[config.mk]
export PLATFORM = sky130hd
export DESIGN_NAME = cm_block_fill
export DESIGN_NICKNAME = d
export VERILOG_FILES = /design/src/rtl/cmi_pkg.sv /design/src/rtl/cmi_trigger.sv /design/src/rtl/cmi_sweep.sv /design/src/rtl/cmi_portmux.sv /design/src/rtl/cm_block_fill.sv
export SDC_FILE = /design/constraint.sdc
export NUM_CORES = 1
export LEC_CHECK = 0
export ABC_AREA = 1
export BUFFER_PORTS_ARGS = -buffer_cell sky130_fd_sc_hd__buf_2
export CAP_MARGIN = 20
export CORE_ASPECT_RATIO = 1.25
export CORE_MARGIN = 2
export CORE_UTILIZATION = 35
export CTS_CLUSTER_DIAMETER = 200
export DETAILED_ROUTE_END_ITERATION = 10
export PLACE_DENSITY = 0.77
export REMOVE_ABC_BUFFERS = 1
export SYNTH_ARGS = -nofsm -noshare
export SYNTH_HDL_FRONTEND = slang
export SYNTH_SLANG_ARGS = --single-unit
[constraint.sdc]
create_clock -name clk -period 1.65 [get_ports clk]
set_clock_uncertainty 0.15 [all_clocks]
set_input_delay 0.0825 -clock clk [delete_from_list [all_inputs] [get_ports clk]]
set_output_delay 0.0825 -clock clk [all_outputs]
set_load 0.05 [all_outputs]
[src/rtl/cmi_pkg.sv]
`timescale 1ns/1ps
// Shared widths and state encoding for the connection memory initialiser.
package cmi_pkg;
    parameter int unsigned CM_W  = 16;            // connection memory word width
    parameter int unsigned PAT_W = 4;             // fill pattern width (upper field)
    localparam int unsigned LOW_W = CM_W - PAT_W; // zeroed lower field

    typedef enum logic {
        FILL_IDLE = 1'b0,
        FILL_RUN  = 1'b1
    } fill_state_e;
endpackage

[src/rtl/cmi_trigger.sv]
`timescale 1ns/1ps
// cmi_trigger: holds the self-clearing trigger bit and the captured pattern.
// Assumes trig_set is a single-cycle pulse produced by a register write.
// A trigger is accepted only while armed and idle. Loss of the arm bit
// aborts a sweep at the next edge.
module cmi_trigger
    import cmi_pkg::*;
(
    input  logic             clk,
    input  logic             rst_n,
    input  logic             mode_en,
    input  logic             trig_set,
    input  logic [PAT_W-1:0] pat_in,
    input  logic             sweep_done,
    output logic             running,
    output logic [PAT_W-1:0] pat_q
);
    fill_state_e state_q;

    // Trigger state: arm/abort, start on trigger, self-clear on completion.
    always_ff @(posedge clk) begin
        if (!rst_n) begin
            state_q <= FILL_IDLE;
        end else if (!mode_en) begin
            state_q <= FILL_IDLE;
        end else begin
            case (state_q)
                FILL_IDLE: if (trig_set)   state_q <= FILL_RUN;
                FILL_RUN:  if (sweep_done) state_q <= FILL_IDLE;
                default:                   state_q <= FILL_IDLE;
            endcase
        end
    end

    // Pattern capture at the edge that accepts the trigger.
    always_ff @(posedge clk) begin
        if (!rst_n) begin
            pat_q <= '0;
        end else if (mode_en && trig_set && state_q == FILL_IDLE) begin
            pat_q <= pat_in;
        end
    end

    assign running = (state_q == FILL_RUN);
endmodule

[src/rtl/cmi_sweep.sv]
`timescale 1ns/1ps
// cmi_sweep: address generator for the fill. Held at 0 while idle, it
// advances by one on each cycle in which a fill write is issued.
// Assumes DEPTH >= 2. The wrap logic is picked by whether DEPTH is a power of two.
module cmi_sweep #(
    parameter int unsigned DEPTH = 1024,
    localparam int unsigned AW   = (DEPTH > 1) ? $clog2(DEPTH) : 1
) (
    input  logic          clk,
    input  logic          rst_n,
    input  logic          running,
    input  logic          advance,
    output logic [AW-1:0] addr,
    output logic          last
);
    localparam logic [AW-1:0] LAST_ADDR = AW'(DEPTH - 1);

    logic [AW-1:0] next_addr;

    generate
        if ((1 << AW) == DEPTH) begin : g_pow2
            // Natural binary wrap covers the last address.
            assign next_addr = addr + 1'b1;
        end else begin : g_npow2
            // Explicit wrap for a depth that is not a power of two.
            assign next_addr = (addr == LAST_ADDR) ? '0 : addr + 1'b1;
        end
    endgenerate

    // Address register: reset while idle, step on each fill write.
    always_ff @(posedge clk) begin
        if (!rst_n || !running) begin
            addr <= '0;
        end else if (advance) begin
            addr <= next_addr;
        end
    end

    assign last = (addr == LAST_ADDR);
endmodule

[src/rtl/cmi_portmux.sv]
`timescale 1ns/1ps
// cmi_portmux: drives the single connection memory write port.
// While a sweep runs, the fill owns the port and processor writes are dropped.
// While idle, processor writes pass through. A read slot blocks every write.
module cmi_portmux
    import cmi_pkg::*;
#(
    parameter int unsigned AW = 10
) (
    input  logic             running,
    input  logic             fill_wr,
    input  logic [AW-1:0]    fill_addr,
    input  logic [PAT_W-1:0] pat,
    input  logic             rd_slot,
    input  logic             cpu_wr,
    input  logic [AW-1:0]    cpu_addr,
    input  logic [CM_W-1:0]  cpu_wdata,
    output logic             mem_we,
    output logic [AW-1:0]    mem_addr,
    output logic [CM_W-1:0]  mem_wdata
);
    // Port selection between fill and processor.
    always_comb begin
        if (running) begin
            mem_we    = fill_wr;
            mem_addr  = fill_addr;
            mem_wdata = {pat, {LOW_W{1'b0}}};
        end else begin
            mem_we    = cpu_wr && !rd_slot;
            mem_addr  = cpu_addr;
            mem_wdata = cpu_wdata;
        end
    end
endmodule

[src/rtl/cm_block_fill.sv]
`timescale 1ns/1ps
// cm_block_fill: sweeps the whole connection memory, writing the captured
// pattern into the upper nibble and zeros below. It yields to the read path
// in read slots and self-clears its trigger bit when the sweep completes.
// Assumes the read path never needs more than every other cycle.
module cm_block_fill
    import cmi_pkg::*;
#(
    parameter int unsigned DEPTH = 1024,
    localparam int unsigned AW   = (DEPTH > 1) ? $clog2(DEPTH) : 1
) (
    input  logic             clk,
    input  logic             rst_n,
    input  logic             mode_en,
    input  logic             trig_set,
    input  logic [PAT_W-1:0] fill_pat,
    input  logic             rd_slot,
    input  logic             cpu_wr,
    input  logic [AW-1:0]    cpu_addr,
    input  logic [CM_W-1:0]  cpu_wdata,
    output logic             mem_we,
    output logic [AW-1:0]    mem_addr,
    output logic [CM_W-1:0]  mem_wdata,
    output logic             fill_busy
);
    logic             running;
    logic [PAT_W-1:0] pat_q;
    logic [AW-1:0]    fill_addr;
    logic             fill_last;
    logic             fill_wr;
    logic             sweep_done;

    // A fill write happens in every free slot while armed and running.
    assign fill_wr    = running && mode_en && !rd_slot;
    assign sweep_done = fill_wr && fill_last;
    assign fill_busy  = running;

    cmi_trigger i_trigger (
        .clk        (clk),
        .rst_n      (rst_n),
        .mode_en    (mode_en),
        .trig_set   (trig_set),
        .pat_in     (fill_pat),
        .sweep_done (sweep_done),
        .running    (running),
        .pat_q      (pat_q)
    );

    cmi_sweep #(.DEPTH(DEPTH)) i_sweep (
        .clk     (clk),
        .rst_n   (rst_n),
        .running (running),
        .advance (fill_wr),
        .addr    (fill_addr),
        .last    (fill_last)
    );

    cmi_portmux #(.AW(AW)) i_portmux (
        .running   (running),
        .fill_wr   (fill_wr),
        .fill_addr (fill_addr),
        .pat       (pat_q),
        .rd_slot   (rd_slot),
        .cpu_wr    (cpu_wr),
        .cpu_addr  (cpu_addr),
        .cpu_wdata (cpu_wdata),
        .mem_we    (mem_we),
        .mem_addr  (mem_addr),
        .mem_wdata (mem_wdata)
    );
endmodule

==> flow_summary.ini <==
[placed_design]
postPlaceCellArea_mm2 = 0.00134
routabilityCongestion = 0.868
dp_slack_ns = 0.181
dp_hpwl_um = 2060
port_buffers = 63
dp.cells = 265

[floorplan]
fp-row-count = 21
die_h_um = 63.4
die_w_um = 51.5
start_util = 0.369
core_mm2 = 0.00268
ios = 64
die-area_mm2 = 0.00327

[power]
ir_drop_uv = 504
power_switching_uw = 377
total_power_uw = 944
pwr-share-comb = 0.377
p_sw_frac = 0.399
p_seq_frac = 0.397
cellPowerDensity_mw_per_mm2 = 649
leakagePower_nw = 0.811
p_int_uw = 567
p_clk_frac = 0.225

[synth]
yosysTopAreaCell = dfxtp_1
ys_ff_latch = 15
yosysWarnings = 0
synthCells = 170
synth_area_leaders = dfxtp_1 30%, nand2_1 19%, inv_1 11%
ys_seq_area_frac = 0.304
syn-cell-area_um2 = 988
syn_area_per_cell_um2 = 5.81
ys_types = 20
synth_top_area_share = 0.304

[clock_tree]
clock-sinks = 15
cts_tree = done
cts_buffers = 3
cts-root-buf = clkbuf_4
cts.path.max_buffers = 2
clock_latency_ns = 0.28
cts_setup_buffers = 0
htree_num_levels = 1
clk_pin_slew_ns = 0.09

[worst_setup_path]
slowest_delay_ns = 0.41
cp_cell_sequence = inv_1 -> buf_4 -> o21ai_0 -> buf_2
endpoint_kind = output port
crit_arrival_ns = 1.35
worst-setup-path-type = flop to output port
critPathLaunchType = flop
required_ns = 1.42
slowest_stage = dfxtp_4
worstPathMaxFanout = 12

[sta]
period_minus_slack_ns = 1.58
max_freq_mhz = 633
fin_crit_sh = 0.958
hold_violations = 0
relSlewSlack = 0.832
drv_slew = 0
worst_pin_slew_ns = 0.254
setup_ws_ns = 0.0701
setup-tns-final_ns = 0
hold_slack_ns = 0.0151
setup_violations = 0

[cells_and_area]
final_cell_mix = 59 x buf_2, 50 x nand2_1, 29 x inv_1
syn_to_final_growth_pct = 47.1
mostFrequentLayoutCell = buf_2
fin_util = 0.542
design_area_mm2 = 0.00145
nFillCells = 288
final_layout_size_suffix_gt1_frac = 0.314
multi_input_area_um2 = 554
stdcell_count = 276
seqCellArea_um2 = 304
antenna_cells = 0
fin_nets = 280

[global_route]
first_global_vias = 1033
grt_pass1_wl_um = 4170
grt_usage = 0.167
grt_max_degree = 18
antenna_found_initial = 0
grt-ovfl-total = 0

[detailed_routing]
viasPerCell = 4.47
vias = 1233
avgRoutedWirePerCell_um = 9.59
postRouteAntennaNets = 0
drtIter0Drc = 26
drc = 0
drtPass1Iterations = 4
routed_wl_um = 2650

[worst_hold_path]
worstHoldPathType = input port to flop

[status]
status = finished clean

[job]
maxCapViolations = 0
-- cells in the mapped netlist, drive strengths merged --
cell and number:
a21oi 9, buf 3, clkbuf 2, dfxtp 15, ha 1, inv 29, nand2 52, nand3 8
nand4 2, nor2 30, nor3 2, o21ai 17
-- critical path: cells and delay by family (launching register included) --
kind	cells	cell delay, ns
buffers and inverters	3	0.51
flip-flops	1	0.41
AO/OA/AOI/OAI	1	0.14
-- cells by family (layout without fill, tap and decap cells) --
group,after synthesis,count (layout),synth area share
adders and majority gates,1,1,0.0127
DFF,15,15,0.304
buffers and inverters,34,106,0.135
AOI/OAI and AO/OA,26,26,0.132
and+or+nand+nor,94,94,0.416
-- flip-flops by register name (all words and copies together) (netlist names) --
name and flops:
i_sweep.addr 10, i_trigger.running 1, i_trigger.pat_q 4
-- power by group through the flow --
stage               clock network (mW)  registers [mW]  logic (mW)
finish                           0.213           0.375       0.356
global route                     0.238           0.377       0.381
CTS                              0.217           0.376       0.354
detailed placement                   0           0.384       0.340
global placement                     0           0.384       0.338
floorplan                            0           0.391       0.230
-- routing by layer --
| layer | vias to the layer above | wire [µm] | GRT usage | part of all wire |
|---|---|---|---|---|
| met3 | 4 | 237 | 0.0379 | 0.090 |
| met2 | 52 | 1250 | 0.293 | 0.47 |
| met1 | 511 | 1100 | 0.181 | 0.42 |
| met5 | - | 0 | 0 | 0 |
| li1 | 666 | - | - | - |
| met4 | 0 | 54 | 0.0855 | 0.020 |
-- cell type report --
| type | count | share of cell area |
|---|---|---|
| Inverter | 29 | 0.0749 |
| Tap cell | 34 | 0.0293 |
| Multi-Input combinational cell | 121 | 0.381 |
| Timing Repair Buffer | 73 | 0.287 |
| Sequential cell | 15 | 0.209 |
| Clock buffer | 4 | 0.0181 |
-- path summary, 6_finish.rpt --
path	start	endpoint	slack, ns	depth (start not counted)
hold / removal	rd_slot	i_sweep.addr[1]	0.02	4
setup / recovery	i_trigger.running	mem_addr[2]	0.07	4
hold reg to reg	i_trigger.pat_q[2]	i_trigger.pat_q[2]	0.34	2
setup reg to reg	i_sweep.addr[1]	i_trigger.running	0.17	6
-- what timing repair did --
action	4_1_cts	5_1_grt
hold buffers	7	0
gates resized for setup	1	6
setup endpoints to repair	10	9
hold endpoints to repair	6	0
Power figures use the tool's default switching activity.
